[src/rtl/pbpwr_pkg.sv]
package pbpwr_pkg;

  typedef enum logic [2:0] {
    PS_OFF   = 3'd0,
    PS_BLANK = 3'd1,
    PS_ON    = 3'd2,
    PS_DOWN  = 3'd3,
    PS_HOLD  = 3'd4,
    PS_LOCK  = 3'd5
  } pwr_state_t;

  typedef enum logic {
    OWN_BTN = 1'b0,
    OWN_UV  = 1'b1
  } owner_t;

  // total hold time, in ms, after which power is forced off
  function automatic int unsigned force_ms(int unsigned base_ms, int unsigned extra);
    return base_ms + extra;
  endfunction

  // time, in ms since the owner went low, at which a released interrupt may end
  function automatic int unsigned hold_end_ms(int unsigned deb_ms, int unsigned min_ms);
    return deb_ms + min_ms;
  endfunction

endpackage

[src/rtl/pbpwr_cond.sv]
module pbpwr_cond #(
  parameter int STAGES  = 2,
  parameter int FILT    = 3,
  parameter bit RST_VAL = 1'b1
) (
  input  logic clk,
  input  logic rst_n,
  input  logic din,
  output logic dout
);
  localparam int FW = $clog2(FILT + 1);

  logic [STAGES-1:0] sync_q;
  logic [FW-1:0]     fcnt;
  logic              filt_q;
  logic              raw;

  genvar g;
  generate
    for (g = 0; g < STAGES; g++) begin : g_sync
      always_ff @(posedge clk or negedge rst_n) begin
        if (!rst_n) sync_q[g] <= RST_VAL;
        else if (g == 0) sync_q[g] <= din;
        else sync_q[g] <= sync_q[(g == 0) ? 0 : g-1];
      end
    end
  endgenerate

  assign raw = sync_q[STAGES-1];

  // output follows the synchronized input only after FILT agreeing cycles
  always_ff @(posedge clk or negedge rst_n) begin
    if (!rst_n) begin
      filt_q <= RST_VAL;
      fcnt   <= '0;
    end else if (raw == filt_q) begin
      fcnt <= '0;
    end else if (fcnt == FW'(FILT - 1)) begin
      filt_q <= raw;
      fcnt   <= '0;
    end else begin
      fcnt <= fcnt + 1'b1;
    end
  end

  assign dout = filt_q;

  // the filter never flips against the synchronized level (input hygiene for R2)
  assert_filter_agree_R2: assert property (@(posedge clk) disable iff (!rst_n)
    (filt_q != $past(filt_q)) |-> (filt_q == $past(raw)));

endmodule

[src/rtl/pbpwr_msctr.sv]
module pbpwr_msctr #(
  parameter int CW = 18
) (
  input  logic          clk,
  input  logic          rst_n,
  input  logic          clr,
  input  logic          tick,
  output logic [CW-1:0] cnt
);
  logic at_max;
  assign at_max = &cnt;

  always_ff @(posedge clk or negedge rst_n) begin
    if (!rst_n) cnt <= '0;
    else if (clr) cnt <= '0;
    else if (tick && !at_max) cnt <= cnt + 1'b1;
  end

  // long forced-off delays must never wrap back to a short count
  assert_no_wrap_R7: assert property (@(posedge clk) disable iff (!rst_n)
    (at_max && !clr) |=> at_max);

endmodule

[src/rtl/pbpwr_fsm.sv]
module pbpwr_fsm
  import pbpwr_pkg::*;
#(
  parameter int DEB_MS     = 32,
  parameter int BLANK_MS   = 512,
  parameter int PD_MIN_MS  = 64,
  parameter int INT_MIN_MS = 32,
  parameter int LOCK_MS    = 64,
  parameter int XW         = 16,
  parameter int CW         = 18
) (
  input  logic          clk,
  input  logic          rst_n,
  input  logic          btn_lo,
  input  logic          sup_lo,
  input  logic          kill_lo,
  input  logic [XW-1:0] extra_ms,
  input  logic [CW-1:0] cnt,
  output logic          cnt_clr,
  output logic          en_on,
  output logic          int_on
);
  pwr_state_t st, nxt;
  owner_t     own, nxt_own;

  logic [CW-1:0] force_lim;
  logic deb_done, blank_done, force_done, hold_done, lock_done, int_due;
  logic owner_lo;

  assign force_lim  = CW'(force_ms(PD_MIN_MS, 32'(extra_ms)));
  assign deb_done   = cnt >= CW'(DEB_MS);
  assign blank_done = cnt >= CW'(BLANK_MS);
  assign force_done = cnt >= force_lim;
  assign hold_done  = cnt >= CW'(hold_end_ms(DEB_MS, INT_MIN_MS));
  assign lock_done  = cnt >= CW'(LOCK_MS);
  assign int_due    = cnt >= CW'(DEB_MS);
  assign owner_lo   = (own == OWN_BTN) ? btn_lo : sup_lo;

  assign en_on  = (st == PS_BLANK) || (st == PS_ON) || (st == PS_DOWN) || (st == PS_HOLD);
  assign int_on = ((st == PS_DOWN) && int_due) || (st == PS_HOLD);

  always_comb begin
    nxt     = st;
    nxt_own = own;
    cnt_clr = 1'b0;
    case (st)
      PS_OFF: begin
        if (!btn_lo || sup_lo) cnt_clr = 1'b1;
        else if (deb_done) nxt = PS_BLANK;
      end
      PS_BLANK: begin
        if (blank_done) nxt = kill_lo ? PS_LOCK : PS_ON;
      end
      PS_ON: begin
        if (kill_lo) nxt = PS_LOCK;
        else if (btn_lo) begin
          nxt     = PS_DOWN;
          nxt_own = OWN_BTN;
        end else if (sup_lo) begin
          nxt     = PS_DOWN;
          nxt_own = OWN_UV;
        end
      end
      PS_DOWN: begin
        if (kill_lo || force_done) nxt = PS_LOCK;
        else if (!owner_lo) nxt = int_due ? PS_HOLD : PS_ON;
      end
      PS_HOLD: begin
        if (kill_lo) nxt = PS_LOCK;
        else if (hold_done) nxt = PS_ON;
      end
      PS_LOCK: begin
        if (lock_done) nxt = PS_OFF;
      end
      default: nxt = PS_OFF;
    endcase
    // the interrupt hold keeps timing from the owner's first low edge
    if ((nxt != st) && !((st == PS_DOWN) && (nxt == PS_HOLD))) cnt_clr = 1'b1;
  end

  always_ff @(posedge clk or negedge rst_n) begin
    if (!rst_n) begin
      st  <= PS_OFF;
      own <= OWN_BTN;
    end else begin
      st  <= nxt;
      own <= nxt_own;
    end
  end

  assert_rise_from_off_R2: assert property (@(posedge clk) disable iff (!rst_n)
    $rose(en_on) |-> ($past(st) == PS_OFF));

  assert_no_on_low_supply_R3: assert property (@(posedge clk) disable iff (!rst_n)
    $rose(en_on) |-> !$past(sup_lo));

  assert_blank_full_R4: assert property (@(posedge clk) disable iff (!rst_n)
    (($past(st) == PS_BLANK) && (st != PS_BLANK)) |-> $past(blank_done));

  assert_kill_release_R5: assert property (@(posedge clk) disable iff (!rst_n)
    ((st == PS_ON) && kill_lo) |=> !en_on);

  assert_int_needs_power_R6: assert property (@(posedge clk) disable iff (!rst_n)
    int_on |-> en_on);

  assert_release_together_R7: assert property (@(posedge clk) disable iff (!rst_n)
    $fell(en_on) |-> !int_on);

  assert_owner_kept_R8: assert property (@(posedge clk) disable iff (!rst_n)
    ((st == PS_DOWN) && ($past(st) == PS_DOWN)) |-> $stable(own));

  assert_lockout_entry_R9: assert property (@(posedge clk) disable iff (!rst_n)
    $fell(en_on) |-> (st == PS_LOCK));

endmodule

[src/rtl/pbpwr_ctrl.sv]
module pbpwr_ctrl #(
  parameter int SYNC_STAGES    = 2,
  parameter int FILT_CYC       = 3,
  parameter int DEB_MS         = 32,
  parameter int BLANK_MS       = 512,
  parameter int PD_MIN_MS      = 64,
  parameter int INT_MIN_MS     = 32,
  parameter int LOCK_MS        = 64,
  parameter int XW             = 16,
  parameter bit EN_ACTIVE_HIGH = 1'b1
) (
  input  logic          clk,
  input  logic          rst_n,
  input  logic          tick_ms,
  input  logic          btn_n,
  input  logic          supply_ok,
  input  logic          kill_n,
  input  logic [XW-1:0] extra_ms,
  output logic          pwr_en,
  output logic          irq_n
);
  localparam int CW     = XW + 2;
  localparam int NIN    = 3;
  // reset levels per input: button idle high, supply good, kill asserted
  localparam logic [NIN-1:0] RST_VALS = 3'b011;

  logic [NIN-1:0] raw_in, clean_in;
  logic [CW-1:0]  ms_cnt;
  logic           cnt_clr, en_on, int_on;
  logic           btn_lo, sup_lo, kill_lo;

  assign raw_in = {kill_n, supply_ok, btn_n};

  genvar i;
  generate
    for (i = 0; i < NIN; i++) begin : g_in
      pbpwr_cond #(
        .STAGES (SYNC_STAGES),
        .FILT   (FILT_CYC),
        .RST_VAL(RST_VALS[i])
      ) u_cond (
        .clk  (clk),
        .rst_n(rst_n),
        .din  (raw_in[i]),
        .dout (clean_in[i])
      );
    end
  endgenerate

  assign btn_lo  = !clean_in[0];
  assign sup_lo  = !clean_in[1];
  assign kill_lo = !clean_in[2];

  pbpwr_msctr #(.CW(CW)) u_ctr (
    .clk  (clk),
    .rst_n(rst_n),
    .clr  (cnt_clr),
    .tick (tick_ms),
    .cnt  (ms_cnt)
  );

  pbpwr_fsm #(
    .DEB_MS    (DEB_MS),
    .BLANK_MS  (BLANK_MS),
    .PD_MIN_MS (PD_MIN_MS),
    .INT_MIN_MS(INT_MIN_MS),
    .LOCK_MS   (LOCK_MS),
    .XW        (XW),
    .CW        (CW)
  ) u_fsm (
    .clk     (clk),
    .rst_n   (rst_n),
    .btn_lo  (btn_lo),
    .sup_lo  (sup_lo),
    .kill_lo (kill_lo),
    .extra_ms(extra_ms),
    .cnt     (ms_cnt),
    .cnt_clr (cnt_clr),
    .en_on   (en_on),
    .int_on  (int_on)
  );

  generate
    if (EN_ACTIVE_HIGH) begin : g_pol_hi
      assign pwr_en = en_on;
    end else begin : g_pol_lo
      assign pwr_en = !en_on;
    end
  endgenerate

  assign irq_n = !int_on;

  assert_reset_idle_R1: assert property (@(posedge clk)
    !rst_n |=> (!int_on || !rst_n));

endmodule

[config.mk]
export PLATFORM = sky130hd
export DESIGN_NAME = pbpwr_ctrl
export DESIGN_NICKNAME = d
export VERILOG_FILES = /design/src/rtl/pbpwr_pkg.sv /design/src/rtl/pbpwr_cond.sv /design/src/rtl/pbpwr_msctr.sv /design/src/rtl/pbpwr_fsm.sv /design/src/rtl/pbpwr_ctrl.sv
export SDC_FILE = /design/constraint.sdc
export NUM_CORES = 1
export LEC_CHECK = 0
export ABC_AREA = 1
export BUFFER_PORTS_ARGS = -buffer_cell sky130_fd_sc_hd__buf_2
export CORE_AREA = 3 3 105 107
export CTS_BUF_LIST = sky130_fd_sc_hd__clkbuf_16
export DETAILED_ROUTE_END_ITERATION = 10
export DIE_AREA = 0 0 108 110
export GPL_TIMING_DRIVEN = 0
export PLACE_DENSITY = 0.45
export SLEW_MARGIN = 20
export SYNTH_ARGS = -nofsm -noshare
export SYNTH_HDL_FRONTEND = slang
export SYNTH_HIERARCHICAL = 1
export SYNTH_SLANG_ARGS = --single-unit
[constraint.sdc]
create_clock -name clk -period 4.9 [get_ports clk]
set_input_delay 0.49 -clock clk [delete_from_list [all_inputs] [get_ports clk]]
set_output_delay 0.49 -clock clk [all_outputs]
set_load 0.03 [all_outputs]
== Word level (Yosys, flattened, before mapping) ==
Index checks and enable logic that the tools add are counted.

* Equal/unequal tests: 14
* Add/sub/neg operators: 5
* Reductions and logical operators: 23
* Muxes and demuxes: 28
* Bitwise logic cells: 3
* Magnitude comparators: 4

{| class="wikitable"
|+ Operators by type and width
! kind !! count
|-
| 2-to-1 mux 3 bit || 13
|-
| 2-to-1 mux 18 bit || 2
|-
| adder 18 x 1 -> 18 bit, second input constant || 1
|-
| greater-or-equal comparator 18 x 10 -> 1 bit, second input constant || 1
|-
| greater-or-equal comparator 18 bit || 1
|-
| greater-or-equal comparator 18 x 6 -> 1 bit, second input constant || 1
|-
| greater-or-equal comparator 18 x 7 -> 1 bit, second input constant || 1
|-
| one-hot mux 3 bit (6 select lines) || 1
|-
| AND reduction 18 bit || 1
|-
| adder 7 x 16 -> 17 bit, first input constant || 1
|-
| 2-to-1 mux 2 bit || 6
|-
| equality test 3 bit, second input constant || 3
|-
| adder 2 x 1 -> 2 bit, second input constant || 3
|-
| equality test 2 bit, second input constant || 3
|-
| equality test 3 x 2 -> 1 bit, second input constant || 2
|-
| logical NOT 1 bit || 6
|-
| logical OR 1 bit || 6
|-
| 2-to-1 mux 1 bit || 6
|-
| AND reduction 2 bit || 3
|-
| logical AND 1 bit || 4
|-
| equality test 1 bit || 3
|-
| equality test 3 x 1 -> 1 bit, second input constant || 1
|-
| logical NOT 3 bit || 1
|-
| != test 3 bit || 1
|-
| other kinds (4) || 6
|}

* Bits in registers: 37
* Input port bits: 22

== Logic depth before layout (Yosys ltp) ==
* Depth in word-level cells: 11
* Depth in mapped cells: 28
* Mapped depth without buffers: 26

== By module ==
The synthesis kept the hierarchy.

{| class="wikitable"
|+ By module, submodules not included
! module !! instances !! area each (um^2) !! cells each
|-
| pbpwr_msctr || 1 || 1300.0 || 197
|-
| pbpwr_fsm || 1 || 1139.8 || 190
|-
| pbpwr_cond (g_in[0].u_cond ...) || 2 || 190.2 || 21
|-
| pbpwr_cond (g_in[2].u_cond) || 1 || 186.4 || 21
|-
| pbpwr_ctrl || 1 || 15.0 || 4
|}

== Worst setup path after synthesis ==
No wires, ideal clock.

* Path kind: input to register
* From: input extra_ms[6]
* To: register u_ctr.cnt[0]
* Data required time: 4.834 ns
* Arrival: 3.449 ns
* Path buffers: 3
* Slack: 1.385 ns
* Stages: 25
* Library setup time: 0.066 ns
* Path through: nand3_1 nand3b_1 nor3b_1 nand3_1 xor2_1 ha_1 nand2_1 nor2_2 nand2_2 o21ai_2 nor2_4 nand3_1 nand2_1 nand2_1 nand2_1 nor2_1 nand2_1 nand2_1 nand2_1 clkbuf_1 inv_1 buf_2 buf_1 nand3_1 nand2_1

* Longest elaborated chain between the ends: 11

{| class="wikitable"
|+ Ends and longest elaborated chain
! item !! line !! source
|-
| start, declared || pbpwr_ctrl.sv:18 || <nowiki>input logic [XW-1:0] extra_ms,</nowiki>
|-
| adder 7 x 16 -> 17 bit (*) || pbpwr_pkg.sv:19 || <nowiki>return base_ms + extra;</nowiki>
|-
| greater-or-equal comparator 18 bit (*) || pbpwr_fsm.sv:33 || <nowiki>assign force_done = cnt >= force_lim;</nowiki>
|-
| logical OR 1 bit (*) || pbpwr_fsm.sv:65 || <nowiki>if (kill_lo || force_done) nxt = PS_LOCK;</nowiki>
|-
| 2-to-1 mux 3 bit (*) || pbpwr_fsm.sv:65 ||
|-
| one-hot mux 3 bit (6 select lines) (*) || pbpwr_fsm.sv:46 || <nowiki>case (st)</nowiki>
|-
| net u_fsm.nxt[1] || pbpwr_fsm.sv:23 || <nowiki>pwr_state_t st, nxt;</nowiki>
|-
| equality test 3 bit || pbpwr_fsm.sv:78 || <nowiki>if ((nxt != st) && !((st == PS_DOWN) && (nxt == PS_HOLD))) cnt_clr = 1'b1;</nowiki>
|-
| logical AND 1 bit || pbpwr_fsm.sv:78 ||
|-
| logical NOT 1 bit || pbpwr_fsm.sv:78 ||
|-
| logical AND 1 bit (*) || pbpwr_fsm.sv:78 ||
|-
| 2-to-1 mux 1 bit (*) || pbpwr_fsm.sv:78 ||
|-
| net cnt_clr || pbpwr_ctrl.sv:29 || <nowiki>logic cnt_clr, en_on, int_on;</nowiki>
|-
| 2-to-1 mux 18 bit / nonzero test 2 bit (equally long branches) || -- ||
|-
| end signal, assigned || pbpwr_msctr.sv:16 || <nowiki>else if (tick && !at_max) cnt <= cnt + 1'b1;</nowiki>
|-
| end, declared || pbpwr_msctr.sv:8 || <nowiki>output logic [CW-1:0] cnt</nowiki>
|}

Mark *: on every way through the listed nets, which the timed path passes. The rest lies on a longest branch.
A chain may end at the register's enable or synchronous reset.

== Final worst setup path ==
* From: input extra_ms[6]
* To: register u_ctr.cnt[0]

* Longest elaborated chain between the ends: 11

{| class="wikitable"
|+ Ends and longest elaborated chain
! item !! line
|-
| adder 7 x 16 -> 17 bit (*) || pbpwr_pkg.sv:19
|-
| greater-or-equal comparator 18 bit (*) || pbpwr_fsm.sv:33
|-
| logical OR 1 bit (*) || pbpwr_fsm.sv:65
|-
| 2-to-1 mux 3 bit (*) || pbpwr_fsm.sv:65
|-
| one-hot mux 3 bit (6 select lines) (*) || pbpwr_fsm.sv:46
|-
| equality test 3 bit || pbpwr_fsm.sv:78
|-
| logical AND 1 bit || pbpwr_fsm.sv:78
|-
| logical NOT 1 bit || pbpwr_fsm.sv:78
|-
| logical AND 1 bit (*) || pbpwr_fsm.sv:78
|-
| 2-to-1 mux 1 bit (*) || pbpwr_fsm.sv:78
|-
| net cnt_clr || pbpwr_ctrl.sv:29
|-
| 2-to-1 mux 18 bit / nonzero test 2 bit (equally long branches) || --
|}

Marked as above.

==> results_dict.tcl <==
set metrics [dict create \
    run_status "completed" \
    syn-num-nets 495 \
    async_flop_share 1.00 \
    antenna_found_initial 0 \
    dp_hpwl_mm 5.57 \
    reg2regPathDepth 20 \
    ios 24 \
    core_area_um2 10200 \
    area_growth_pct 14.3 \
    synth_top_area_frac 0.257 \
    grt_pass1_wl_mm 12.3 \
    fin_nets 525 \
    hold_depth 1 \
    drv_cap 0 \
    yosys.cell_count.top_type "nand2_1" \
    tritoncts "done" \
    leakage_nw 1.85 \
    vias 2740 \
    hp-class "input port to flip-flop" \
    r2r_slack_ps 1400 \
    clock_sink_count 37 \
    drc 0 \
    synthCells 454 \
    worstPathRequired_ps 5120 \
    wire_per_inst_um 11.5 \
    grt_max_degree 38 \
    r2r_end "u_ctr/cnt[0]" \
    finalWirelength_mm 7.17 \
    drive_gt1_frac 0.155 \
    endpoint_kind "flip-flop" \
    skew_ps 9.84 \
    drtPass1Iterations 4 \
    ys_warn_count 6 \
    cpMaxStageDelayCell "buf_1" \
    worst-path-max-fanout 10 \
    critPathTopFamily "simple AND/OR/NAND/NOR gates" \
    peakVddDrop_uv 144 \
    top_usage_layer "met2" \
    timing.final.crit_share 0.840 \
    final-hold-violation-count 0 \
    ant_nets 0 \
    cts_root_buf "clkbuf_16" \
    htree_num_levels 2 \
    yosysTopAreaCell "dfrtp_1" \
    rsz0062_at_grt "false" \
    worstPathArrival_ps 4340 \
    pwr_density_cell_nw_per_um2 294 \
    die_height_um 110 \
    grt_use_total 0.130 \
    ctsResizeCount 0 \
    die_area_um2 11900 \
    grt.overflow.total 0 \
    setup-tns-final_ps 0 \
    synthTopCellsByCount "138 x nand2_1, 64 x nor2_1, 62 x inv_1" \
    hold_end "g_in[1].u_cond/sync_q[0]" \
    synth_seq_cells 37 \
    dp_slack_ps 515 \
    synth_cell_type_count 34 \
    clock_latency_ps 280 \
    ys_seq_area_frac 0.309 \
    synth_area_um2 3020 \
    setup.worst_path.start_class "input port" \
    synthTopCellsByArea "dfrtp_1 26%, nand2_1 17%, nor2_1 8.0%, ha_1 7.9%, nand3_1 7.8%" \
    relSlewSlack 0.423 \
    numCtsBuffers 5 \
    hold_buffers 0 \
    numPortBuffers 23 \
    cp_num_buf_inv 5 \
    tightest_slew_ps 866 \
    diodes 0 \
    clkTransAtPathRegs_ps 70 \
    synth-edff-count 0 \
    grt_pass1_vias 2655 \
    met1_usage 0.180 \
    cts_max_path_buffers 2 \
    fin_ws_ps 784 \
    drv_slew 0 \
    min-delay-start "supply_ok" \
    die_w_um 108 \
    num_rows 37 \
    fin_crit_ps 4120 \
    crit_path_frequent_cell "nand2_1" \
    avgSynthCellArea_um2 6.66 \
    post-cts-setup-buffers 0 \
    finalSetupViolCount 0 \
    vias_per_cell 4.41 \
    drt-initial-drc-count 93 \
    fmax_mhz 243 \
    start_util 0.295 \
    fillCellCount 1108 \
    rr_startpoint "u_ctr/cnt[9]" \
    place_congestion 0.828 \
    criticalPathCategory "input port to flip-flop" \
    slowest_delay_ps 490 \
    synth_flop_cell "dfrtp_1" \
    grtUsageMet3 0.0198 \
    grt_util_met2 0.212 \
]
==> flip-flops by register name (all words and copies together), names as in the netlist <==
| name | cells |
|---|---|
| u_ctr/cnt | 18 |
| g_in.u_cond/raw | 3 |
| u_fsm/st | 3 |
| g_in.u_cond/sync_q | 3 |
| g_in.u_cond/dout | 3 |
| g_in.u_cond/fcnt | 6 |
| u_fsm/own | 1 |
==> final cells by class <==
type                       count  area [um2]  share of cell area
timing repair buffer          23         115              0.0333
inverter                      68         255              0.0739
clock buffer                   5         125              0.0362
buffer                         6        38.8              0.0112
multi-input combinational    343        1790               0.520
sequential                    37         933               0.270
clock inverter                 3        21.3             0.00616
tap                          136         170              0.0493
==> where the power goes <==
part	switching [mW]	internal, mW
Sequential	0.0284	0.353
Combinational	0.211	0.102
Clock	0.133	0.189
Total	0.372	0.644
==> how the worst max path moves through the flow <==
stage / start / end / cells past startpoint
CTS: extra_ms[6] / u_ctr/cnt[16] / 26
global placement: extra_ms[6] / u_ctr/cnt[0] / 26
floorplan: extra_ms[6] / u_ctr/cnt[0] / 25
finish: extra_ms[6] / u_ctr/cnt[0] / 26
detailed placement: extra_ms[6] / u_ctr/cnt[16] / 26
global route: extra_ms[6] / u_ctr/cnt[16] / 26
==> kinds of logic (layout without fill, tap and decap cells) <==
group                      Yosys count  count (layout)  share of synthesized area
adders and majority gates           19              19                     0.0787
DFF                                 37              37                      0.309
xor gates and xnor gates            13              13                     0.0377
buffers and inverters               74             105                     0.0973
and+or+nand+nor                    290             290                      0.434
AOI/OAI and AO/OA                   21              21                     0.0435
==> metal layers <==
layer | up-vias | share of wire
li1 | 1474 | -
met2 | 23 | 0.46
met3 | 5 | 0.025
met5 | - | 0
met1 | 1238 | 0.51
met4 | 0 | 0.0067
==> cells in the final DEF, fill, tap and decap left out, drive strengths merged <==
master    synthesis  final
a21oi             8      8
a31oi             2      2
buf               5     28
clkbuf            1      6
clkinv            0      1
clkinvlp          0      1
dfrtp            31     31
dfstp             6      6
ha               19     19
inv              68     69
nand2           151    151
nand3            48     48
nand3b            2      2
nand4             4      4
nor2             76     76
nor3              7      7
nor3b             1      1
o21a              1      1
o21ai             9      9
o21bai            1      1
or2               1      1
xnor2             3      3
xor2             10     10
==> per-stage QoR <==
stage / utilization / instances / total power, mW / cell area (um2) / hold WS (ps)
floorplan: - / 454 / 0.613 / 3020 / 194
global placement: 0.323 / 613 / 0.698 / 3310 / 333
detailed placement: 0.323 / 613 / 0.705 / 3310 / 343
CTS: 0.338 / 621 / 1.03 / 3450 / 299
global route: 0.338 / 621 / 1.10 / 3450 / 294
finish: 0.338 / 621 / 1.02 / 3450 / 309
Note: power is estimated with default switching activity, not from simulation.
